<file path="config.mk">
export PLATFORM = sky130hd
export DESIGN_NAME = morse_digit_decoder
export DESIGN_NICKNAME = d
export VERILOG_FILES = /design/src/rtl/morse_dec_pkg.sv /design/src/rtl/morse_run_scan.sv /design/src/rtl/morse_digit_map.sv /design/src/rtl/morse_digit_decoder.sv
export SDC_FILE = /design/constraint.sdc
export NUM_CORES = 1
export LEC_CHECK = 0
export ABC_AREA = 1
export BUFFER_PORTS_ARGS = -buffer_cell sky130_fd_sc_hd__buf_2
export CAP_MARGIN = 20
export CORE_UTILIZATION = 27
export CTS_BUF_LIST = sky130_fd_sc_hd__clkbuf_16
export DETAILED_ROUTE_END_ITERATION = 8
export HOLD_SLACK_MARGIN = 0.06
export MAX_ROUTING_LAYER = met4
export PLACE_DENSITY_LB_ADDON = 0.08
export SLEW_MARGIN = 20
export SYNTH_ARGS = -nofsm -noshare
export SYNTH_HDL_FRONTEND = slang
export SYNTH_HIERARCHICAL = 1
export SYNTH_SLANG_ARGS = --single-unit
</file>
<file path="constraint.sdc">
create_clock -name clk -period 4.2 [get_ports clk]
set_input_delay 0.84 -clock clk [delete_from_list [all_inputs] [get_ports clk]]
set_output_delay 0.84 -clock clk [all_outputs]
set_load 0.01 [all_outputs]
</file>
<file path="src/rtl/morse_dec_pkg.sv">
package morse_dec_pkg;
  localparam int SYM_W = 5;
  localparam int DIG_W = 4;

  typedef struct packed {
    logic             bad;
    logic [DIG_W-1:0] digit;
  } dec_res_t;
endpackage

</file>
<file path="src/rtl/morse_run_scan.sv">
module morse_run_scan #(
  parameter int SYM_W = 5,
  parameter int RUN_W = $clog2(SYM_W + 1)
) (
  input  logic [SYM_W-1:0] code,
  output logic             lead_sym,
  output logic [RUN_W-1:0] run_len,
  output logic             tail_ok
);
  // in_run[i] is high while bit i still belongs to the leading run
  logic [SYM_W-1:0] in_run;

  assign lead_sym          = code[SYM_W-1];
  assign in_run[SYM_W-1]   = 1'b1;

  genvar gi;
  generate
    for (gi = SYM_W - 2; gi >= 0; gi--) begin : g_chain
      assign in_run[gi] = in_run[gi+1] & (code[gi] == lead_sym);
    end
  endgenerate

  always_comb begin
    run_len = '0;
    for (int i = 0; i < SYM_W; i++) begin
      run_len = run_len + RUN_W'(in_run[i]);
    end
  end

  // every bit outside the run must be the opposite symbol
  assign tail_ok = &(in_run | (code ^ {SYM_W{lead_sym}}));
endmodule

</file>
<file path="src/rtl/morse_digit_map.sv">
module morse_digit_map
  import morse_dec_pkg::*;
#(
  parameter int SYM_W = 5,
  parameter int RUN_W = $clog2(SYM_W + 1)
) (
  input  logic             lead_sym,
  input  logic [RUN_W-1:0] run_len,
  input  logic             tail_ok,
  output dec_res_t         res
);
  localparam logic [RUN_W-1:0] FULL_RUN = RUN_W'(SYM_W);
  localparam logic [DIG_W-1:0] DASH_OFS = DIG_W'(SYM_W);

  always_comb begin
    res = '0;
    if (run_len == FULL_RUN) begin
      res.digit = lead_sym ? '0 : DASH_OFS;
    end else if (!tail_ok) begin
      res.bad = 1'b1;
    end else if (lead_sym) begin
      res.digit = DIG_W'(run_len) + DASH_OFS;
    end else begin
      res.digit = DIG_W'(run_len);
    end
  end
endmodule

</file>
<file path="src/rtl/morse_digit_decoder.sv">
module morse_digit_decoder
  import morse_dec_pkg::*;
#(
  parameter int CODE_W = SYM_W
) (
  input  logic              clk,
  input  logic              rst,
  input  logic [CODE_W-1:0] sym_code,
  output logic [DIG_W-1:0]  bcd_digit,
  output logic              code_err
);
  localparam int RUN_W = $clog2(CODE_W + 1);

  logic             lead_sym;
  logic [RUN_W-1:0] run_len;
  logic             tail_ok;
  dec_res_t         nxt;

  morse_run_scan #(.SYM_W(CODE_W), .RUN_W(RUN_W)) u_scan (
    .code    (sym_code),
    .lead_sym(lead_sym),
    .run_len (run_len),
    .tail_ok (tail_ok)
  );

  morse_digit_map #(.SYM_W(CODE_W), .RUN_W(RUN_W)) u_map (
    .lead_sym(lead_sym),
    .run_len (run_len),
    .tail_ok (tail_ok),
    .res     (nxt)
  );

  always_ff @(posedge clk) begin
    if (rst) begin
      bcd_digit <= '0;
      code_err  <= 1'b0;
    end else begin
      bcd_digit <= nxt.digit;
      code_err  <= nxt.bad;
    end
  end

  AST_ALL_DASH_ZERO: assert property (@(posedge clk) disable iff (rst)
    (sym_code == 5'b11111) |=> (bcd_digit == 4'd0 && !code_err));
  AST_ALL_DOT_FIVE: assert property (@(posedge clk) disable iff (rst)
    (sym_code == 5'b00000) |=> (bcd_digit == 4'd5 && !code_err));
  AST_DASH_RUN_NINE: assert property (@(posedge clk) disable iff (rst)
    (sym_code == 5'b11110) |=> (bcd_digit == 4'd9 && !code_err));
  AST_DOT_RUN_ONE: assert property (@(posedge clk) disable iff (rst)
    (sym_code == 5'b01111) |=> (bcd_digit == 4'd1 && !code_err));
  AST_MIXED_IS_ERR: assert property (@(posedge clk) disable iff (rst)
    (sym_code == 5'b10101) |=> code_err);
  AST_ERR_ZERO_DIGIT: assert property (@(posedge clk) disable iff (rst)
    code_err |-> (bcd_digit == 4'd0));
  AST_DIGIT_RANGE: assert property (@(posedge clk) disable iff (rst)
    (bcd_digit <= 4'd9));
  AST_RESET_CLEARS: assert property (@(posedge clk)
    rst |=> (bcd_digit == 4'd0 && !code_err));
endmodule

</file>
==> run_results.csv <==
group,metric,value,unit
power_and_ir_drop,power_frac_seq,20.2,%
power_and_ir_drop,p_leak,0.3604,nW
synthesis,yosys.cell_types.count,16,
detailed_routing,route.detailed.drc,0,
outcome,status,"completed",
power_and_ir_drop,combPwrFrac,20.7,%
cts,numCtsBuffers,3,
worst_setup_path,slowest_stage,"fa_1",
cts,h-tree-depth,1,
detailed_routing,wl,693,um
place,port_buffers,11,
die,ios,12,
synthesis,yosysWarnings,6,
timing,hold_viol_final,0,
synthesis,netlist_instances,71,
timing,fmax,325.6,MHz
cts,cts_tree,"yes",
cts,post_cts_buffers,0,
cts,hold_buffers,0,
cts,cts_sinks,5,
power_and_ir_drop,clockPowerShare,59.1,%
finish,layout.cells.most_common_list,"20 x inv_1, 19 x nand2_1, 11 x buf_2",
detailed_routing,drtIter0Drc,6,
flow_run,cap_viol_max_count,0,
global_routing,antenna_found_initial,0,
finish,area.growth.synth_to_final,33.72,%
global_routing,grt_max_degree,11,
global_routing,overflow,0,
die,num_rows,14,
global_routing,grt_first_pass_wirelength,1.386,mm
power_and_ir_drop,switching_share,23.49,%
power_and_ir_drop,max-vdd-ir-drop,0.0001808,V
finish,diodes,0,
timing,final_max_slew_viol_count,0,
power_and_ir_drop,finalPower,0.2546,mW
worst_hold_path,holdPathStages,2,
detailed_routing,firstDrtPassIters,3,
die,core_area,0.001506,sq mm
place,hpwl,578.9,um
die,die_area,0.001772,sq mm
worst_setup_path,crit_arrival,3190,ps
die,start_util,28.82,%
global_routing,grt_pass1_vias,361,
power_and_ir_drop,powerDensity,438.6,mW/mm^2
worst_hold_path,hp-class,"input port to register",
finish,drive_gt1_share,21.18,%
global_routing,gr-usage-all-layers,10.46,%
timing,period_needed,3071,ps
synthesis,synth_area_leaders,"dfxtp_1 23%, inv_1 16%, nand2_1 16%, ha_1 12%, nor2_1 6.9%",
worst_setup_path,start_kind,"input port",
synthesis,ys_ff_latch,5,
timing,relSlewSlack,87.50,%
synthesis,avgSynthCellArea,6.115,sq um
cts,post_cts_resized,0,
timing,tightest_slew,187.6,ps
global_routing,met1_usage,15.34,%
timing,setup_viol,0,
worst_setup_path,required,4320,ps
synthesis,synth_area_leader_cell,"dfxtp_1",
synthesis,yosysTopAreaCellShare,23.05,%
detailed_routing,viasPerCell,3.871,
die,fp.dieH,42.10,um
global_routing,top_usage_layer,"met1",
finish,final_common_cell,"inv_1",
detailed_routing,vias,391,
global_routing,use_met3,3.879,%
synthesis,synth_nets,83,
global_routing,grtUsageMet2,12.81,%
worst_setup_path,critPathMaxFanout,10,
die,die_w,42.10,um
power_and_ir_drop,switchingPower,0.05982,mW
synthesis,syn_area,434.2,sq um
cts,cts.path.max_buffers,2,
cts,clk_pin_slew,30,ps
finish,finalNetCount,98,
worst_setup_path,cp-end-kind,"register",
worst_setup_path,crit_type,"input port to register",
timing,fin_crit_sh,73.12,%
synthesis,seq_area_frac_synth,23.05,%
cts,cts-root-buf,"clkbuf_16",
timing,rsz0062_at_grt,"false",
worst_setup_path,slowest_delay,360,ps
place,routabilityCongestion,0.7643,
detailed_routing,ant_nets,0,
detailed_routing,wire_per_inst,6.861,um
worst_setup_path,path_cells,"buf_2 -> inv_2 -> nand2_1 -> nand2_2 -> nand3_2 -> or2_1 -> ha_1 -> fa_1 -> inv_1 -> ha_1 -> inv_1 -> ha_1 -> nand2_1 -> nand2_1 -> inv_1 -> nand3_1 -> nand2_1 -> inv_1 -> nor2_1",
timing,tns,0,ps
power_and_ir_drop,p_int,0.1948,mW
==> through the flow <==
stage | hold slack (ps) | area, sq um | worst slack [ps] | utilization [%] | std cells
CTS | 839.7 | 580.6 | 1114 | 38.54 | 101
global route | 862.3 | 580.6 | 815.3 | 38.54 | 101
floorplan | 911.2 | 434.2 | 1283 | - | 71
detailed placement | 1072 | 501.7 | 891.7 | 33.31 | 97
global placement | 1070 | 501.7 | 911.7 | 33.31 | 97
finish | 834.9 | 580.6 | 1129 | 38.54 | 101
==> cell usage after synthesis <==
cell type / n
o21a_1: 1
fa_1: 1
ha_1: 4
inv_2: 1
xor2_1: 1
nand2_1: 19
dfxtp_1: 5
nand3_1: 3
nor3_1: 1
nor2_1: 8
nand2_2: 2
nand3_2: 1
a21oi_1: 3
buf_4: 1
or2_1: 1
inv_1: 19
==> per-layer routing <==
layer	wire [um]	vias to the layer above
met5	0	-
met3	43	0
li1	-	233
met2	247	11
met4	0	0
met1	401	147
==> final timing paths <==
check	end	slack [ps]	start
setup / recovery	bcd_digit[2]$_SDFF_PP0_	1130	sym_code[4]
hold / removal	bcd_digit[2]$_SDFF_PP0_	830	rst
==> layout make-up <==
class                   count  area, sq um
clock buffers               3        75.07
multi-input cells          45        251.5
flip-flops and latches      5        100.1
well taps                  16        20.02
repair buffers             11        55.05
inverters                  20        75.07
clock inverters             1        3.754
fillers                   162        925.9
==> flip-flops by register name, summed over array words and instances, names as in the netlist <==
register   cells
bcd_digit      4
code_err       1
==> critical path: cells and delay by family <==
family / cells / cell delay, ps
adder cells (fa/ha/maj): 4 / 1040
buffers and inverters: 6 / 510
AND/OR/NAND/NOR: 9 / 780
==> cells by family (layout without fill, tap and decap cells) <==
logic type | after synthesis | after routing | share of synthesized area [%]
adder cells (fa/ha/maj) | 5 | 5 | 16.14
AND/OR/NAND/NOR | 35 | 35 | 34.58
buffers and inverters | 21 | 35 | 19.02
XOR/XNOR | 1 | 1 | 2.018
flip-flops | 5 | 5 | 23.06
AO/OA/AOI/OAI | 4 | 4 | 5.187
==> power groups by stage <==
stage | registers (mW) | logic (mW) | clock network [mW]
finish | 0.0515 | 0.0526 | 0.151
global route | 0.0517 | 0.0642 | 0.157
CTS | 0.0514 | 0.0537 | 0.153
detailed placement | 0.0521 | 0.0529 | 0
global placement | 0.0522 | 0.0544 | 0
floorplan | 0.0542 | 0.0381 | 0
(Power assumes the default switching activity.)
